$ cat src/rtl/coord_sram.sv
module coord_sram #(
  parameter int ROW_BITS = 2,
  parameter int COL_BITS = 2,
  parameter int WIDTH    = 4
) (
  input  logic                         clk,
  input  logic                         rst_n,
  input  logic                         cs,
  input  logic                         wr,
  input  logic [ROW_BITS+COL_BITS-1:0] addr,
  input  logic [WIDTH-1:0]             din,
  output logic [(1<<ROW_BITS)-1:0]     row_lines,
  output logic [(1<<COL_BITS)-1:0]     col_lines,
  output logic [WIDTH-1:0]             rdata,
  output logic                         rvalid
);
  localparam int ROWS   = 1 << ROW_BITS;
  localparam int COLS   = 1 << COL_BITS;
  localparam int CELLS  = ROWS * COLS;
  localparam int ADDR_W = ROW_BITS + COL_BITS;

  logic [ROW_BITS-1:0] row_field;
  logic [COL_BITS-1:0] col_field;
  logic [CELLS-1:0]    cell_sel;
  logic [WIDTH-1:0]    cell_out [CELLS];
  logic [WIDTH-1:0]    rd_word;
  logic                do_read;

  assign row_field = addr[ADDR_W-1:COL_BITS];
  assign col_field = addr[COL_BITS-1:0];
  assign do_read   = cs & ~wr;

  // row and column decoders, both gated by chip select
  always_comb begin
    row_lines = '0;
    col_lines = '0;
    if (cs) begin
      row_lines[row_field] = 1'b1;
      col_lines[col_field] = 1'b1;
    end
  end

  for (genvar r = 0; r < ROWS; r++) begin : g_row
    for (genvar c = 0; c < COLS; c++) begin : g_col
      logic [WIDTH-1:0] q;
      assign cell_sel[r*COLS+c] = row_lines[r] & col_lines[c];
      always_ff @(posedge clk or negedge rst_n) begin
        if (!rst_n)
          q <= '0;
        else if (cell_sel[r*COLS+c] && wr)
          q <= din;
      end
      assign cell_out[r*COLS+c] = (cell_sel[r*COLS+c] && !wr) ? q : '0;
    end
  end

  always_comb begin
    rd_word = '0;
    for (int i = 0; i < CELLS; i++)
      rd_word = rd_word | cell_out[i];
  end

  always_ff @(posedge clk or negedge rst_n) begin
    if (!rst_n) begin
      rdata  <= '0;
      rvalid <= 1'b0;
    end else begin
      rdata  <= do_read ? rd_word : '0;
      rvalid <= do_read;
    end
  end

  a_r2_lines_onehot: assert property (@(posedge clk) disable iff (!rst_n)
    cs |-> ($countones(row_lines) == 1 && $countones(col_lines) == 1));

  a_r2_single_cell: assert property (@(posedge clk) disable iff (!rst_n)
    cs |-> $countones(cell_sel) == 1);

  a_r3_idle_dark: assert property (@(posedge clk) disable iff (!rst_n)
    !cs |-> (row_lines == '0 && col_lines == '0 && cell_sel == '0));

  a_r5_read_valid: assert property (@(posedge clk) disable iff (!rst_n)
    (cs && !wr) |=> rvalid);

  a_r6_quiet_output: assert property (@(posedge clk) disable iff (!rst_n)
    !(cs && !wr) |=> (!rvalid && rdata == '0));

endmodule

$ cat config.mk
export PLATFORM = sky130hd
export DESIGN_NAME = coord_sram
export DESIGN_NICKNAME = d
export VERILOG_FILES = /design/src/rtl/coord_sram.sv
export SDC_FILE = /design/constraint.sdc
export NUM_CORES = 1
export LEC_CHECK = 0
export CAP_MARGIN = 30
export CORE_MARGIN = 2
export CORE_UTILIZATION = 55
export DETAILED_ROUTE_END_ITERATION = 16
export GPL_TIMING_DRIVEN = 0
export PLACE_DENSITY = 0.87
export RECOVER_POWER = 25
export SLEW_MARGIN = 10
export SYNTH_ARGS = -nofsm -noshare
export SYNTH_HDL_FRONTEND = slang
export SYNTH_SLANG_ARGS = --single-unit
$ cat constraint.sdc
create_clock -name clk -period 1.38 [get_ports clk]
set_input_delay 0.207 -clock clk [delete_from_list [all_inputs] [get_ports clk]]
set_output_delay 0.207 -clock clk [all_outputs]
set_load 0.01 [all_outputs]
==> flow_summary.json, run 1 <==
{
  "routed_via_density": 6.10,
  "std_cell_rows": 28,
  "yosys-top-cells-area": "dfrtp_1, mux2_2, mux2i_1",
  "numPortBuffers": 24,
  "dpl.hpwl_um": 5380,
  "nNetsFinal": 335,
  "cts-buffers-inserted": 9,
  "cp_slowest_cell": "mux2_2",
  "path_cells": "clkdlybuf4s15_1, buf_6, buf_4, nand4b_4, nor2_2, mux2_2",
  "crit_path_start_kind": "primary input",
  "first_iter_violations": 192,
  "routabilityCongestion": 0.933,
  "cts_root_buf": "clkbuf_8",
  "finalCritPeriodShare": 1.01,
  "cp_max_fo": 9,
  "slowest_delay_ps": 360,
  "yosys_register_bits": 69,
  "rsz0062_at_grt": "true",
  "syn_area_mm2": 0.00338,
  "slew_viol_final": 0,
  "fin_util": 0.709,
  "num_io_pins": 25,
  "synthSimpleGateAreaFrac": 0.147,
  "die_w_um": 82.4,
  "worstMarginPinSlew_ps": 776,
  "synth_top_area_frac": 0.511,
  "finClkSkew_ps": 4.42,
  "wl_um": 8270,
  "core_area_mm2": 0.00592,
  "leakage_nw": 1.95,
  "grt_pass1_vias": 2549,
  "synth-xor-area-share": 0,
  "syn-num-nets": 286,
  "htree_levels": 3,
  "initial_core_util": 0.570,
  "nFillCells": 388,
  "cts_tree": "yes",
  "clkTransAtPathRegs_ps": 70,
  "final_common_cell": "dfrtp_1",
  "synthAdderAreaFrac": 0,
  "cts_buffer_depth": 2,
  "ys_types": 40,
  "ant_nets": 0,
  "diodes": 0,
  "setup_viol": 4,
  "yosysSeqAreaShare": 0.511,
  "clock_latency_ps": 350,
  "synthCells": 274,
  "synthMuxAreaShare": 0.264,
  "yosysTopAreaCell": "dfrtp_1",
  "grt_pass1_wl_um": 13000,
  "violations": "negative setup slack",
  "ir_drop_mv": 0.793,
  "track_usage": 0.271,
  "cp.arrival_ps": 1620,
  "synth_warnings": 0,
  "avgSynthCellArea_um2": 12.3,
  "max_cap_viol_count": 0,
  "grt_overflow": 0,
  "required_ps": 1610,
  "first_pass_iters": 4,
  "drcViolationCount": 0,
  "setup_ws_ps": -7.58,
  "outcome": "complete, but fails checks",
  "hp-class": "in -> reg",
  "fin_crit_ps": 1390,
  "antenna_found_initial": 0,
  "final_cell_mix": "dfrtp_1, mux2_2, mux2i_1, nor3_1, clkbuf_8",
  "synth_top_family_by_area": "multiplexers",
  "numClockSinks": 69,
  "drive_above_1_share": 0.428,
  "fin_hold_ws_ps": 359,
  "clock.fmax_mhz": 721,
  "synth-compound-area-share": 0.0422,
  "end_kind": "flip-flop",
  "power_density_mw_per_mm2": 1090,
  "worstSetupPathType": "in -> reg",
  "grt_max_degree": 40,
  "vias": 2451,
  "hold_viol": 0,
  "synthToLayoutAreaGrowth_pct": 24.2,
  "wl_per_cell_um": 20.6,
  "die_h_um": 82.4,
  "die-area_mm2": 0.00678,
  "slew-limit-headroom": 0.483
}
-- Yosys cell counts, drive strengths merged --
master   instances
nor2            15
o211ai           6
nand4b           3
nand2           13
and2             1
and3b            1
or2b             1
mux2            61
clkbuf           6
and4bb           1
nor4b            1
nor3            17
nor4             4
a31oi            1
nor3b            2
nand3            3
a2111oi          1
nand3b           2
buf             10
and3             1
a2bb2oi          3
or3b             1
o21ai            4
mux2i           20
dfrtp           69
or2              1
nor2b            7
nand4            5
a22oi            4
inv              8
nand2b           2
-- layout make-up --
class,count,area [um2],share of cell area
flip-flops and latches,69,1730,0.412
multi-input cells,181,1700,0.405
repair buffers,38,340,0.0811
clock buffers,13,149,0.0355
plain buffers,16,144,0.0343
well taps,75,93.8,0.0224
inverters,8,32.5,0.00775
clock inverters,2,10.0,0.00239
-- metrics by stage --
step | TNS, ps | setup slack (ps) | area, um2 | cells | power, W
final | -18.3 | -7.58 | 4200 | 402 | 0.00459
after global routing | -170 | -27.3 | 4200 | 402 | 0.00479
after CTS | 0 | 2.75 | 4160 | 403 | 0.00456
after detailed placement | -49910 | -1020 | 3730 | 374 | 0.00311
after global placement | -194070 | -2090 | 3710 | 373 | 0.00307
after floorplan | 0 | 4.86 | 3380 | 274 | 0.00285
-- power breakdown --
part | internal [W] | switching (W)
logic | 0.000399 | 0.000361
clock network | 0.000688 | 0.000720
registers | 0.00228 | 0.000134
total | 0.00337 | 0.00121
-- per-layer routing --
layer / routed length [um] / part of all wire / track usage / up-vias
met5: 0 / 0 / 0 / -
met4: 304 / 0.037 / 0.135 / 0
met3: 525 / 0.063 / 0.0804 / 28
met2: 3930 / 0.48 / 0.420 / 103
met1: 3510 / 0.42 / 0.345 / 1229
li1: - / - / - / 1091
-- final timing paths --
| check | cells after the start | slack, ps | start | endpoint |
|---|---|---|---|---|
| min in group asynchronous | 2 | 480 | rst_n | g_row[2].g_col[2].q[2]$_DFFE_PN0P_ |
| min reg2reg | 1 | 510 | g_row[0].g_col[3].q[3]$_DFFE_PN0P_ | g_row[0].g_col[3].q[3]$_DFFE_PN0P_ |
| max in group asynchronous | 3 | 150 | rst_n | g_row[3].g_col[3].q[0]$_DFFE_PN0P_ |
| max reg2reg | 4 | 40 | g_row[1].g_col[3].q[2]$_DFFE_PN0P_ | rdata[2]$_DFF_PN0_ |
| min | 3 | 360 | cs | rvalid$_DFF_PN0_ |
| max | 6 | -8 | addr[2] | g_row[2].g_col[2].q[3]$_DFFE_PN0P_ |
-- worst max-delay path, delay by kind of cell --
kind / cells / cell delay [ps]
and+or+nand+nor: 2 / 480
muxes: 1 / 360
buffers and inverters: 3 / 570
-- state kept, by name, indices dropped and copies added, names as in the netlist --
| name | flops |
|---|---|
| rdata | 4 |
| rvalid | 1 |
| g_row.g_col.q | 64 |
-- repair_timing --
action	CTS	global route
hold buffers	1	0
gates cloned	1	0
buffers inserted	12	0
hold endpoints to repair	30	0
setup endpoints to repair	81	46
pin swaps	10	5
resized for setup	88	23
-- cells by family after synthesis --
logic type             Yosys count
muxes                           81
and+or+nand+nor                 81
DFF                             69
buffers and inverters           24
AOI/OAI and AO/OA               19
No activity file was read; power rests on OpenSTA's default activity.
==> run 2, diff against run 1 <==
--- a/config.mk
+++ b/config.mk
@@ -10,7 +10,7 @@
 export CORE_UTILIZATION = 55
 export DETAILED_ROUTE_END_ITERATION = 16
 export GPL_TIMING_DRIVEN = 0
-export PLACE_DENSITY = 0.87
+export PLACE_DENSITY = 0.75
 export RECOVER_POWER = 25
 export SLEW_MARGIN = 10
 export SYNTH_ARGS = -nofsm -noshare
==> run 2 against run 1 <==
Against the previous run:
- the flow still finishes with violations (negative setup slack)
- final cell count grew 2.0%
- register-to-register slack lost 70 ps
- hold slack gained 83 ps
- fmax shrank 4.2%
- wire length grew 6.4%
- via count grew 0.37%
- non-clock buffer count grew 8
- first-iteration DRC count grew 15%
- utilization grew 1.7 points
- clock skew grew 2.6 ps
==> flow_summary.json, run 2 (synthesized netlist as in run 1, its figures left out) <==
{
  "outcome": "complete, but fails checks",
  "violations": "negative setup slack",
  "first_iter_violations": 220,
  "vias": 2460,
  "clkTransAtPathRegs_ps": 60,
  "grt_max_degree": 38,
  "wl_per_cell_um": 21.5,
  "cts_tree": "yes",
  "drive_above_1_share": 0.460,
  "die-area_mm2": 0.00678,
  "fin_crit_ps": 1450,
  "max_cap_viol_count": 0,
  "leakage_nw": 2.01,
  "num_io_pins": 25,
  "htree_levels": 3,
  "clock_latency_ps": 350,
  "cp_max_fo": 5,
  "final_cell_mix": "dfrtp_1, mux2_2, mux2i_1, buf_4, nor3_1",
  "nFillCells": 413,
  "largest_reg_flops": 64,
  "hold_viol": 0,
  "initial_core_util": 0.570,
  "worstMarginPinSlew_ps": 844,
  "std_cell_rows": 28,
  "p_clk_frac": 0.323,
  "cts_buffer_depth": 2,
  "end_kind": "flip-flop",
  "ir_drop_mv": 0.906,
  "cts_root_buf": "clkbuf_8",
  "required_ps": 1570,
  "p_int_w": 0.00353,
  "p_seq_frac": 0.509,
  "fin_hold_ws_ps": 442,
  "power_density_mw_per_mm2": 1110,
  "nNetsFinal": 343,
  "slew_viol_final": 0,
  "finalCritPeriodShare": 1.05,
  "swShare": 0.257,
  "ant_nets": 0,
  "regMostFlops": "g_row.g_col.q",
  "largest_registers": "g_row.g_col.q x64, rdata x4, rvalid x1",
  "diodes": 0,
  "p_sw_w": 0.00122,
  "die_h_um": 82.4,
  "placed_area_mm2": 0.00373,
  "numPortBuffers": 24,
  "first_pass_iters": 4,
  "grt_pass1_wl_um": 13600,
  "grt_pass1_vias": 2580,
  "dpl.hpwl_um": 5500,
  "cts-buffers-inserted": 9,
  "numClockSinks": 69,
  "final_common_cell": "dfrtp_1",
  "stdcell_area_mm2": 0.00430,
  "rsz0062_at_grt": "true",
  "worstSetupPathType": "in -> reg",
  "grt_overflow": 0,
  "setup_ws_ps": -68.0,
  "finClkSkew_ps": 7.00,
  "setup_viol": 5,
  "hp-class": "in -> reg",
  "p_comb_frac": 0.168,
  "die_w_um": 82.4,
  "track_usage": 0.280,
  "core_area_mm2": 0.00592,
  "crit_path_start_kind": "primary input",
  "slew-limit-headroom": 0.437,
  "drcViolationCount": 0,
  "routabilityCongestion": 0.962,
  "synthToLayoutAreaGrowth_pct": 27.2,
  "clock.fmax_mhz": 691,
  "cp.arrival_ps": 1640,
  "routed_via_density": 6.00,
  "wl_um": 8800,
  "antenna_found_initial": 0
}
run 2: cell type report:
type                       count  area [um2]  area share
inverter                       8        32.5     0.00757
clock buffer                  13         139      0.0323
sequential                    69        1730       0.402
multi-input combinational    181        1730       0.403
timing repair buffer          47         390      0.0909
tap                           75        93.8      0.0218
buffer                        15         148      0.0344
clock inverter                 2        35.0     0.00816
run 2: what timing repair did:
action	CTS	global route
buffers inserted	15	5
hold buffers	1	0
endpoints found under the setup margin	81	28
hold endpoints to repair	32	0
gates resized for setup	81	35
pin swaps	7	9
cloned	1	0
run 2: worst paths after layout:
kind	to	cells after the start	startpoint	slack, ps
max	rdata[3]$_DFF_PN0_	7	addr[3]	-70
min	rvalid$_DFF_PN0_	3	cs	440
max reg2reg	rdata[3]$_DFF_PN0_	4	g_row[1].g_col[3].q[3]$_DFFE_PN0P_	-30
min reg2reg	g_row[0].g_col[0].q[0]$_DFFE_PN0P_	1	g_row[0].g_col[0].q[0]$_DFFE_PN0P_	510
max in group asynchronous	rdata[1]$_DFF_PN0_	3	rst_n	210
min in group asynchronous	g_row[0].g_col[2].q[1]$_DFFE_PN0P_	2	rst_n	500
run 2: through the flow:
stage	setup TNS, ps	cells	total power, W	worst slack [ps]	utilization
finish	-102	410	0.00475	-68.0	0.725
global route	-661	410	0.00494	-69.9	0.725
CTS	-52.0	405	0.00471	-30.2	0.708
detailed placement	-50970	374	0.00312	-999	0.630
global placement	-200670	373	0.00308	-2180	0.627
floorplan	0	274	0.00285	4.86	-
run 2: critical path, stage by stage:
cell and delay, ps:
clkdlybuf4s15_2 260, buf_6 140, buf_4 140, mux2i_1 240, nor3_1 110, nor4_2 370
nand4_1 170
run 2: power groups by stage:
stage | clock network, W | logic [W] | registers [W]
after floorplan | 0 | 0.000437 | 0.00241
after global placement | 0 | 0.000646 | 0.00244
after detailed placement | 0 | 0.000670 | 0.00245
after CTS | 0.00156 | 0.000738 | 0.00241
after global routing | 0.00164 | 0.000859 | 0.00245
final | 0.00153 | 0.000796 | 0.00242
run 2: metal layers:
| metal | GRT usage | vias up | share of wire |
|---|---|---|---|
| met3 | 0.0565 | 17 | 0.057 |
| li1 | - | 1100 | - |
| met5 | 0 | - | 0 |
| met4 | 0.140 | 0 | 0.028 |
| met2 | 0.431 | 96 | 0.49 |
| met1 | 0.380 | 1247 | 0.43 |
==> run 3, diff against run 2 <==
--- a/config.mk
+++ b/config.mk
@@ -12,6 +12,7 @@
 export GPL_TIMING_DRIVEN = 0
 export PLACE_DENSITY = 0.75
 export RECOVER_POWER = 25
+export REMOVE_ABC_BUFFERS = 1
 export SLEW_MARGIN = 10
 export SYNTH_ARGS = -nofsm -noshare
 export SYNTH_HDL_FRONTEND = slang
==> run 3 against run 2 <==
Against the previous run:
- the flow now finishes without violations
- wire length decreased by 19%
- fmax increased by 7.9%
- non-clock buffer count decreased by 32
- utilization decreased by 6.7 points
- critical path depth decreased by 2
- hold slack got worse by 270 ps
- count of clock-buffer cells in the layout decreased by 3
- register-to-register slack improved by 140 ps
- critical path type unchanged
- largest cell class is now sequential cells
- largest power group unchanged
==> flow_summary.json, run 3 (synthesized netlist as in run 1, its figures left out) <==
{
  "outcome": "finished clean",
  "grt_overflow": 0,
  "finalCritPeriodShare": 0.973,
  "p_comb_frac": 0.145,
  "cp.arrival_ps": 1580,
  "placed_area_mm2": 0.00364,
  "grt_pass1_vias": 2242,
  "power_density_mw_per_mm2": 1130,
  "slew_viol_final": 0,
  "fin_crit_ps": 1340,
  "antenna_found_initial": 0,
  "grt_max_degree": 41,
  "regMostFlops": "g_row.g_col.q",
  "max_cap_viol_count": 0,
  "cts_tree": "yes",
  "required_ps": 1620,
  "cts_root_buf": "clkbuf_8",
  "worstMarginPinSlew_ps": 785,
  "largest_registers": "g_row.g_col.q x64, rdata x4, rvalid x1",
  "rrSetupSlack_ps": 110,
  "drive_above_1_share": 0.368,
  "setup_viol": 0,
  "clkTransAtPathRegs_ps": 80,
  "dp_cells": 358,
  "stdcell_area_mm2": 0.00390,
  "reg2reg_from": "g_row[2].g_col[2].q[3]$_DFFE_PN0P_",
  "p_sw_w": 0.00117,
  "first_pass_iters": 4,
  "drcViolationCount": 0,
  "clock_latency_ps": 350,
  "wl_per_cell_um": 18.8,
  "numClockSinks": 69,
  "std_cell_rows": 28,
  "numPortBuffers": 24,
  "hp-class": "in -> reg",
  "finClkSkew_ps": 9.21,
  "leakage_nw": 1.85,
  "num_io_pins": 25,
  "p_int_w": 0.00325,
  "die_w_um": 82.4,
  "routed_via_density": 5.88,
  "r2r_end": "rdata[3]$_DFF_PN0_",
  "setup_ws_ps": 37.7,
  "hold-path-endpoint": "rvalid$_DFF_PN0_",
  "hold_viol": 0,
  "first_iter_violations": 159,
  "cp_max_fo": 18,
  "synthToLayoutAreaGrowth_pct": 15.5,
  "die_h_um": 82.4,
  "total_power_w": 0.00442,
  "initial_core_util": 0.570,
  "swShare": 0.265,
  "crit_path_start_kind": "primary input",
  "final_cell_mix": "dfrtp_1, mux2_2, mux2i_1",
  "dpl.hpwl_um": 4700,
  "slew-limit-headroom": 0.476,
  "clock.fmax_mhz": 745,
  "p_seq_frac": 0.544,
  "diodes": 0,
  "rsz0062_at_grt": "false",
  "p_clk_frac": 0.311,
  "cts-buffers-inserted": 9,
  "track_usage": 0.231,
  "largest_reg_flops": 64,
  "end_kind": "flip-flop",
  "nNetsFinal": 311,
  "routabilityCongestion": 0.845,
  "wl_um": 7110,
  "htree_levels": 3,
  "ant_nets": 0,
  "core_area_mm2": 0.00592,
  "grt_pass1_wl_um": 11300,
  "min-delay-start": "cs",
  "worstSetupPathType": "in -> reg",
  "cts_buffer_depth": 2,
  "hold_depth": 2,
  "ir_drop_mv": 0.634,
  "die-area_mm2": 0.00678,
  "reg2reg_depth": 4,
  "dpl_worst_slack_ps": -1230,
  "finalNonFillerCells": 379,
  "fin_hold_ws_ps": 174,
  "final_common_cell": "dfrtp_1",
  "vias": 2227
}
[run 3: cell count changes in the layout (fill, tap and decap cells not counted), moves of 3 or more]
cell      previous run  this run
buf_2                3         0
buf_4               18         4
buf_6                8         4
clkbuf_1             5         2
clkbuf_2             8         1
clkinv_2             1         6
mux2_2              52        60
mux2_4               9         1
nor2_1               2         6
nor2_2               3         6
nor2_4              10         3
[run 3: layout make-up]
| class | count | area, um2 |
|---|---|---|
| Timing Repair Buffer | 30 | 302 |
| Clock inverter | 6 | 30.0 |
| Sequential cell | 69 | 1730 |
| Fill cell | 456 | 2020 |
| Inverter | 8 | 32.5 |
| Clock buffer | 10 | 128 |
| Multi-Input combinational cell | 181 | 1590 |
| Tap cell | 75 | 93.8 |
[run 3: per-stage QoR]
| step | utilization | setup TNS (ps) |
|---|---|---|
| after floorplan | - | -512 |
| after global placement | 0.612 | -260580 |
| after detailed placement | 0.614 | -72220 |
| after CTS | 0.656 | 0 |
| after global routing | 0.659 | 0 |
| final | 0.659 | 0 |
[run 3: critical path, stage by stage]
cell    delay, ps
buf_6         160
or3b_4        440
buf_4         200
nor2_4        200
mux2_2        370
[run 3: layer usage]
metal,wire length [um],up-vias,part of all wire,global-route usage
li1,-,1034,-,-
met1,3320,1128,0.47,0.315
met2,3330,52,0.47,0.356
met3,328,13,0.046,0.0424
met4,131,0,0.018,0.113
met5,0,-,0,0
[run 3: power by group through the flow]
stage	clock, W	sequential, W	combinational [W]
floorplan	0	0.00241	0.000378
global placement	0	0.00243	0.000613
detailed placement	0	0.00244	0.000631
CTS	0.00140	0.00241	0.000647
global route	0.00150	0.00244	0.000704
finish	0.00137	0.00241	0.000642
[run 3: worst max-delay path by stage]
stage / startpoint / to / slack, ps / cells after the start
2_1_floorplan: addr[1] / g_row[1].g_col[0].q[2]$_DFFE_PN0P_ / -70 / 3
3_3_place_gp: rst_n / g_row[3].g_col[1].q[3]$_DFFE_PN0P_ / -2210 / 1
3_5_place_dp: cs / col_lines[0] / -1230 / 4
4_1_cts: addr[3] / row_lines[2] / 10 / 3
5_1_grt: wr / g_row[3].g_col[2].q[3]$_DFFE_PN0P_ / 3 / 4
6_report: cs / g_row[1].g_col[0].q[2]$_DFFE_PN0P_ / 40 / 5
[run 3: what timing repair did]
item                                    CTS  global route
hold buffers                              1             0
endpoints found under the hold margin    29             0
pin swaps                                 3             2
resized for setup                        52             8
endpoints found under the setup margin   81            10
buffers inserted                          4             0
